===== src/rtl/nstk_pkg.sv =====
package nstk_pkg;
  typedef enum logic [1:0] {
    OP_PUSH    = 2'd0,
    OP_POP     = 2'd1,
    OP_SAVE    = 2'd2,
    OP_RESTORE = 2'd3
  } nstk_op_e;

  typedef enum logic {
    ST_IDLE = 1'b0,
    ST_RUN  = 1'b1
  } nstk_state_e;
endpackage


===== src/rtl/nstk_sp.sv =====
module nstk_sp #(
  parameter int             SP_W     = 8,
  parameter logic [SP_W-1:0] SP_RESET = '0
) (
  input  logic            clk,
  input  logic            rst_n,
  input  logic            step_dn,
  input  logic            step_up,
  output logic [SP_W-1:0] sp_q,
  output logic [SP_W-1:0] sp_dn
);
  localparam logic [SP_W-1:0] ONE = {{(SP_W-1){1'b0}}, 1'b1};

  // Decremented pointer: the address a write uses (pre-decrement)
  assign sp_dn = sp_q - ONE;

  always_ff @(posedge clk or negedge rst_n) begin
    if (!rst_n)       sp_q <= SP_RESET;
    else if (step_dn) sp_q <= sp_dn;
    else if (step_up) sp_q <= sp_q + ONE;
  end
endmodule


===== src/rtl/nstk_seq.sv =====
module nstk_seq
  import nstk_pkg::*;
#(
  parameter int STEP_W = 2
) (
  input  logic              clk,
  input  logic              rst_n,
  input  logic              start,
  input  logic [STEP_W-1:0] last_in,
  output logic              busy,
  output logic [STEP_W-1:0] step,
  output logic              done
);
  localparam logic [STEP_W-1:0] STEP_ONE = {{(STEP_W-1){1'b0}}, 1'b1};

  nstk_state_e       state_q;
  logic [STEP_W-1:0] step_q;
  logic [STEP_W-1:0] last_q;
  logic              done_q;

  always_ff @(posedge clk or negedge rst_n) begin
    if (!rst_n) begin
      state_q <= ST_IDLE;
      step_q  <= '0;
      last_q  <= '0;
      done_q  <= 1'b0;
    end else begin
      done_q <= 1'b0;
      case (state_q)
        ST_IDLE: begin
          if (start) begin
            state_q <= ST_RUN;
            step_q  <= '0;
            last_q  <= last_in;
          end
        end
        ST_RUN: begin
          if (step_q == last_q) begin
            state_q <= ST_IDLE;
            done_q  <= 1'b1;
          end else begin
            step_q <= step_q + STEP_ONE;
          end
        end
        default: state_q <= ST_IDLE;
      endcase
    end
  end

  assign busy = (state_q == ST_RUN);
  assign step = step_q;
  assign done = done_q;
endmodule


===== src/rtl/nstk_pcbuf.sv =====
module nstk_pcbuf #(
  parameter int NIB_W   = 4,
  parameter int PC_NIBS = 3,
  parameter int IDX_W   = 2
) (
  input  logic                       clk,
  input  logic                       rst_n,
  input  logic                       load,
  input  logic [NIB_W*PC_NIBS:0]     pc_in,
  input  logic                       wr_en,
  input  logic [IDX_W-1:0]           wr_idx,
  input  logic [NIB_W-1:0]           wr_nib,
  input  logic [IDX_W-1:0]           rd_idx,
  output logic [NIB_W-1:0]           rd_nib,
  output logic [NIB_W*PC_NIBS:0]     pc_q
);
  localparam int PC_W = NIB_W * PC_NIBS + 1;

  logic [NIB_W-1:0] nibs [PC_NIBS];
  logic             bank_q;

  // Bank bit: only ever taken from a request, never from memory
  always_ff @(posedge clk or negedge rst_n) begin
    if (!rst_n)    bank_q <= 1'b0;
    else if (load) bank_q <= pc_in[PC_W-1];
  end

  for (genvar g = 0; g < PC_NIBS; g++) begin : g_nib
    logic [NIB_W-1:0] nib_q;
    always_ff @(posedge clk or negedge rst_n) begin
      if (!rst_n)
        nib_q <= '0;
      else if (load)
        nib_q <= pc_in[g*NIB_W +: NIB_W];
      else if (wr_en && (wr_idx == IDX_W'(g)))
        nib_q <= wr_nib;
    end
    assign nibs[g] = nib_q;
    assign pc_q[g*NIB_W +: NIB_W] = nib_q;
  end

  assign pc_q[PC_W-1] = bank_q;

  always_comb begin
    rd_nib = '0;
    for (int i = 0; i < PC_NIBS; i++) begin
      if (rd_idx == IDX_W'(i)) rd_nib = nibs[i];
    end
  end
endmodule


===== src/rtl/nibble_stack.sv =====
module nibble_stack
  import nstk_pkg::*;
#(
  parameter int              NIB_W    = 4,
  parameter int              MEM_W    = 4,
  parameter int              SP_W     = 8,
  parameter int              PC_NIBS  = 3,
  parameter logic [SP_W-1:0] SP_RESET = '0
) (
  input  logic                     clk,
  input  logic                     rst_n,
  input  logic                     req_valid,
  output logic                     req_ready,
  input  logic [1:0]               req_op,
  input  logic [NIB_W-1:0]         req_nib,
  input  logic [NIB_W*PC_NIBS:0]   req_pc,
  output logic                     busy,
  output logic                     done,
  output logic [NIB_W-1:0]         pop_nib,
  output logic [NIB_W*PC_NIBS:0]   pc_out,
  output logic [SP_W-1:0]          mem_addr,
  output logic                     mem_we,
  output logic                     mem_re,
  output logic [NIB_W-1:0]         mem_wdata,
  input  logic [MEM_W-1:0]         mem_rdata
);
  localparam int STEP_W = (PC_NIBS > 1) ? $clog2(PC_NIBS) : 1;
  localparam logic [STEP_W-1:0] LAST_PC = STEP_W'(PC_NIBS - 1);

  nstk_op_e          op_q;
  logic [NIB_W-1:0]  nib_q;
  logic              accept;
  logic              req_is_pc;
  logic              is_write;
  logic [STEP_W-1:0] step;
  logic [STEP_W-1:0] rd_idx;
  logic [NIB_W-1:0]  rd_nib;
  logic [NIB_W-1:0]  rd_low;
  logic [SP_W-1:0]   sp_q;
  logic [SP_W-1:0]   sp_dn;

  assign req_ready = !busy;
  assign accept    = req_valid && req_ready;
  assign req_is_pc = (req_op == OP_SAVE) || (req_op == OP_RESTORE);

  always_ff @(posedge clk or negedge rst_n) begin
    if (!rst_n) begin
      op_q  <= OP_PUSH;
      nib_q <= '0;
    end else if (accept) begin
      op_q  <= nstk_op_e'(req_op);
      nib_q <= req_nib;
    end
  end

  nstk_seq #(.STEP_W(STEP_W)) u_seq (
    .clk     (clk),
    .rst_n   (rst_n),
    .start   (accept),
    .last_in (req_is_pc ? LAST_PC : '0),
    .busy    (busy),
    .step    (step),
    .done    (done)
  );

  // Writes (push, save) pre-decrement; reads (pop, restore) post-increment
  assign is_write = (op_q == OP_PUSH) || (op_q == OP_SAVE);
  assign mem_we   = busy && is_write;
  assign mem_re   = busy && !is_write;

  nstk_sp #(.SP_W(SP_W), .SP_RESET(SP_RESET)) u_sp (
    .clk     (clk),
    .rst_n   (rst_n),
    .step_dn (mem_we),
    .step_up (mem_re),
    .sp_q    (sp_q),
    .sp_dn   (sp_dn)
  );

  assign mem_addr = is_write ? sp_dn : sp_q;
  assign rd_low   = mem_rdata[NIB_W-1:0];

  // Save walks nibbles high to low; restore fills low to high
  assign rd_idx = LAST_PC - step;

  nstk_pcbuf #(.NIB_W(NIB_W), .PC_NIBS(PC_NIBS), .IDX_W(STEP_W)) u_pc (
    .clk    (clk),
    .rst_n  (rst_n),
    .load   (accept && req_is_pc),
    .pc_in  (req_pc),
    .wr_en  (mem_re && (op_q == OP_RESTORE)),
    .wr_idx (step),
    .wr_nib (rd_low),
    .rd_idx (rd_idx),
    .rd_nib (rd_nib),
    .pc_q   (pc_out)
  );

  assign mem_wdata = (op_q == OP_PUSH) ? nib_q : rd_nib;

  always_ff @(posedge clk or negedge rst_n) begin
    if (!rst_n)                          pop_nib <= '0;
    else if (mem_re && (op_q == OP_POP)) pop_nib <= rd_low;
  end
endmodule


===== config.mk =====
export PLATFORM = sky130hd
export DESIGN_NAME = nibble_stack
export DESIGN_NICKNAME = d
export VERILOG_FILES = /design/src/rtl/nstk_pkg.sv /design/src/rtl/nstk_sp.sv /design/src/rtl/nstk_seq.sv /design/src/rtl/nstk_pcbuf.sv /design/src/rtl/nibble_stack.sv
export SDC_FILE = /design/constraint.sdc
export NUM_CORES = 1
export LEC_CHECK = 0
export ABC_AREA = 1
export BUFFER_PORTS_ARGS = -buffer_cell sky130_fd_sc_hd__buf_2
export CAP_MARGIN = 10
export CORE_UTILIZATION = 56
export DETAILED_ROUTE_END_ITERATION = 6
export GPL_TIMING_DRIVEN = 0
export PLACE_DENSITY = 0.89
export SYNTH_ARGS = -nofsm -noshare
export SYNTH_HDL_FRONTEND = slang
export SYNTH_SLANG_ARGS = --single-unit

===== constraint.sdc =====
create_clock -name clk -period 2.1 [get_ports clk]
set_input_delay 0.105 -clock clk [delete_from_list [all_inputs] [get_ports clk]]
set_output_delay 0.105 -clock clk [all_outputs]
set_load 0.05 [all_outputs]

Yosys cells after proc, flatten, opt, wreduce, memory -nomap -nowiden
Index checks and enable logic that the tools add are counted.
{ "classes": {"bitwise_logic": 1, "n_reduce_logical": 22, "n_eq_ne": 12, "n_mux": 22, "add_sub_neg": 4} }
{ "op_table": {"columns": ["op", "n"], "rows": [
  ["4-bit 2-to-1 mux", 10],
  ["8-bit 2-to-1 mux", 3],
  ["2-bit == test (second input constant)", 6],
  ["1-bit logical AND", 9],
  ["8-bit by 1-bit adder with 8-bit output (second input constant)", 1],
  ["2-bit nonzero test", 4],
  ["8-bit by 1-bit subtractor with 8-bit output (second input constant)", 1],
  ["2-bit by 1-bit == test with 1-bit output (second input constant)", 3],
  ["2-bit logical NOT", 3],
  ["2-bit 2-to-1 mux", 3],
  ["1-bit 2-to-1 mux", 4],
  ["2-bit != test (second input constant)", 2],
  ["2-bit case mux with 2 select lines", 1],
  ["2-bit AND reduction", 2],
  ["2-bit by 1-bit adder with 2-bit output (second input constant)", 1],
  ["2-bit == test", 1],
  ["1-bit logical NOT", 2],
  ["1-bit logical OR", 2],
  ["1-bit case mux with 2 select lines", 1],
  ["2-bit subtractor (first input constant)", 1],
  ["1-bit inverter", 1]
]} }
{ "word_totals": {"regBits": 37, "in_bits": 26, "wordCells": 73} }

Logic depth before layout (Yosys ltp)
{ "depth": {"word_depth": 8, "depth_mapped": 9} }

Hierarchy
A second synthesis with hierarchy kept.
{ "hier_totals": {"hier_cells": 336, "hier_area_um2": 2329.7} }
{ "modules_own_cells": {"columns": ["mod", "cells_per_inst", "instances", "area_per_inst_um2"], "rows": [
  ["nstk_pcbuf", 113, 1, 767.0],
  ["nstk_sp", 100, 1, 678.2],
  ["nibble_stack", 93, 1, 616.8],
  ["nstk_seq", 30, 1, 267.8]
]} }

Least setup slack after synthesis
No wires, ideal clock.
{ "synth_path": {"path_type": "register to output", "from": "register op_q[0]", "to": "output port mem_addr[2]", "arrival_time_ps": 1806, "path_slack_ps": 189, "stages_incl_launch_ff": 5, "cell_sequence": "dfrtp_1 buf_4 inv_1 clkbuf_1 o21ai_0"} }
{ "synth_between": {"elab_chain_cells": 3, "elab_cells_between_ends": 4, "cone_classes": "eq/ne (1); mux (1); reduce/logical (2)"} }
{ "synth_rtl": {"columns": ["element", "line", "source"], "rows": [
  ["start, declared", "nibble_stack.sv:30", "nstk_op_e op_q;"],
  ["start signal, assigned", "nibble_stack.sv:51", "op_q <= nstk_op_e'(req_op);"],
  ["2-bit == test / 2-bit logical NOT (equally long branches)", "nibble_stack.sv:67", "assign is_write = (op_q == OP_PUSH) || (op_q == OP_SAVE);"],
  ["1-bit logical OR (*)", "nibble_stack.sv:67", null],
  ["8-bit 2-to-1 mux (*)", "nibble_stack.sv:80", "assign mem_addr = is_write ? sp_dn : sp_q;"],
  ["end, declared", "nibble_stack.sv:21", "output logic [SP_W-1:0] mem_addr,"]
]} }
Every way passes the cells marked *; elsewhere a longest branch is shown, timed or not.

Final worst setup path
{ "layout_path": {"from": "register u_sp.sp_q[0]", "to": "output port mem_addr[6]"} }
{ "layout_between": {"elab_chain_cells": 2} }
{ "layout_rtl": {"columns": ["element", "line", "source"], "rows": [
  ["start, declared", "nstk_sp.sv:9", "output logic [SP_W-1:0] sp_q,"],
  ["start signal, assigned", "nstk_sp.sv:19", "else if (step_dn) sp_q <= sp_dn;"],
  ["start signal, assigned", "nstk_sp.sv:20", "else if (step_up) sp_q <= sp_q + ONE;"],
  ["8-bit by 1-bit subtractor with 8-bit output", "nstk_sp.sv:15", "assign sp_dn = sp_q - ONE;"],
  ["8-bit 2-to-1 mux", "nibble_stack.sv:80", null]
]} }
Every way passes these cells.

==> impl_metrics.ini <==
[status]
status = complete, no violations

[critical_path]
cp-start-kind = flip-flop
crit_top_cell = nand2_1
crit_chain = inv_1 > ha_1 > nand2_1 > nor2_1 > nand2_1 > nand3_1 > o21ai_0 > buf_2
r2r_end = u_pc.g_nib[2].nib_q[1]
r2r.worst_path.cells = 6
cpMaxStageDelayCell = dfrtp_1
r2r_slack_ps = 740
worst-path-max-fanout = 5
worstPathArrival_ps = 1840
reg2reg_from = u_seq.step[0]
cpPeakStageDelay_ps = 470
worst_ep_required_time_ps = 2000
critPathKind = flip-flop to output port
endpoint_kind = output port

[final_layout]
n_antenna_cell = 0
drive_gt1_frac = 0.243
layout.nets = 394
utilization = 0.719
syn_to_final_growth_pct = 22.0

[hold_path]
hold_end = u_pc.bank_q
hp-start = req_pc[12]
worstHoldPathCells = 3
hp-class = input port to flip-flop

[floorplanning]
start_util = 0.589
die_w_um = 64.3
die-area_sq_um = 4130
io_pins = 60
die_height_um = 64.3
num_rows = 22
core_sq_um = 3690

[cts]
ctsLongestPathBuffers = 2
clock-sinks = 36
clkLatencyLatePin_ps = 300
htree_levels = 2
clkTransAtPathRegs_ps = 80
cts_root_buffer = clkbuf_8
post_cts_buffers = 0
cts_resized = 0
cts_tree = yes
numCtsBuffers = 5

[placement]
gp_congestion = 0.893
post-place-ws_ps = 455
dp_hpwl_um = 3830
io_buffers = 59

[timing]
maxSlewHeadroom = 0.490
fmax_ghz = 0.514
rsz0062_at_grt = false
tns_ps = 0
setup_viol_count_final = 0
tightest_slew_ps = 764
setup_ws_ps = 155
hold_viol_final = 0
finalCritPeriodShare = 0.926
fin_crit_ps = 1950
clock_skew_ps = 7.94
slew_violations = 0

[routing]
drt-initial-drc-count = 125
drc_errors = 0
via_per_inst = 5.12
routed_wl_um = 5050
routed-via-count = 2099
ant_nets = 0
dr.pass1.iters = 5
wl_per_cell_um = 12.3

[grt]
grt_overflow = 0
grt_pass1_vias = 2057
antenna_found_initial = 0
grt_max_degree = 37
grt_use_total = 0.275
grt_pass1_wl_um = 8630

[yosys]
syn_area_per_cell_sq_um = 7.39
syn_area_sq_um = 2170
synth_largest_area_cell = dfrtp_1
synth_nets = 327
yosys-top-cells-area = dfrtp_1, nand2_1, nand3_1
yosys_warnings = 0
netlist.area_leader.share = 0.415
ys_types = 30
netlist_instances = 294
synth-seq-cells = 36
ys_seq_area_frac = 0.415

[job]
max-cap-violations = 0
## cell usage in the layout (no fill, tap or decap)
cell type	netlist	layout
nand2_1	119	119
buf_2	0	59
nand3_1	37	37
dfrtp_1	36	36
inv_1	26	26
o21ai_0	18	18
nor2_1	13	13
ha_1	7	7
a21oi_1	5	5
clkbuf_8	0	5
mux2_2	4	4
buf_6	3	3
xor2_1	3	3
nand2_2	3	3
buf_4	2	2
clkbuf_1	1	2
inv_4	2	2
dlygate4sd3_1	0	2
inv_8	1	1
nor2_2	1	1
clkbuf_2	1	1
nand4_1	1	1
o21bai_1	1	1
xnor2_1	1	1
nand2_8	1	1
o221ai_1	1	1
a22oi_1	1	1
nor2_8	1	1
inv_2	1	1
nand2_4	1	1
o21ai_2	1	1
o211ai_1	1	1
bufinv_16	0	1
clkinv_2	0	1
## worst max path at each step
stage	startpoint	cells after the start	to	slack [ps]
5_1_grt	u_sp.sp_q[0]	8	mem_addr[6]	20
4_1_cts	u_seq.step[1]	8	mem_wdata[1]	130
6_report	u_sp.sp_q[0]	8	mem_addr[6]	150
3_5_place_dp	u_seq.step[0]	8	mem_wdata[1]	460
2_1_floorplan	op_q[0]	4	mem_addr[2]	190
3_3_place_gp	u_seq.step[1]	8	mem_wdata[0]	470
## routing by layer
layer  routed length [um]  GRT usage  vias to the layer above
met2                 2470      0.472                       87
met1                 2170      0.322                      942
li1                     -          -                     1065
met5                    0          0                        -
met3                  344     0.0696                        5
met4                   57      0.117                        0
## state kept, by name, summed over array words and instances, names as in the netlist
name	flops
nib_q	4
op_q	2
pop_nib	4
u_pc.bank_q	1
u_pc.g_nib.nib_q	12
u_seq.busy	1
u_seq.done	1
u_seq.last_q	1
u_seq.step	2
u_sp.sp_q	8
## cells by family after synthesis
| group | Yosys count | share of synthesized area |
|---|---|---|
| AOI/OAI and AO/OA | 28 | 0.0714 |
| xor gates and xnor gates | 4 | 0.0161 |
| adders and majority gates | 7 | 0.0403 |
| buffers and inverters | 38 | 0.0858 |
| DFF | 36 | 0.415 |
| muxes | 4 | 0.0207 |
| and+or+nand+nor | 177 | 0.351 |
## cells in the mapped netlist (all sizes together)
cell type / count
a21oi: 5
nand3: 37
nand2: 124
o21ai: 19
o21bai: 1
buf: 6
nor2: 15
xor2: 3
o221ai: 1
dfrtp: 36
ha: 7
clkbuf: 2
nand4: 1
mux2: 4
o211ai: 1
xnor2: 1
a22oi: 1
inv: 30
## repair_timing
action / in CTS / in global routing
hold buffers: 2 / 0
endpoints found under the hold margin: 37 / 0
endpoints found under the setup margin: 0 / 1
## final cells by class
class,count,area [sq um]
multi-input cells,220,1090
repair buffers,61,315
plain buffers,7,57.6
fillers,308,1040
flip-flops and latches,36,901
inverters,30,125
well taps,48,60.1
clock inverters,2,35.0
clock buffers,6,72.6
## through the flow
step           hold slack (ps)  cell area, sq um  std cells
2_1_floorplan             -191              2170        294
3_3_place_gp               229              2530        401
3_5_place_dp               231              2530        401
4_1_cts                  0.322              2660        411
5_1_grt                   17.1              2650        410
6_report                  6.14              2650        410
## critical path: cells and delay by family, from the launching register on
family / cells / cell delay (ps)
compound gates: 1 / 100
fa+ha+maj: 1 / 250
buf+inv: 2 / 440
flops: 1 / 470
simple gates: 4 / 290
Power is left out: the tool's default activity adds up to more than one toggle a clock period on the data nets, which glitch-free logic cannot reach.
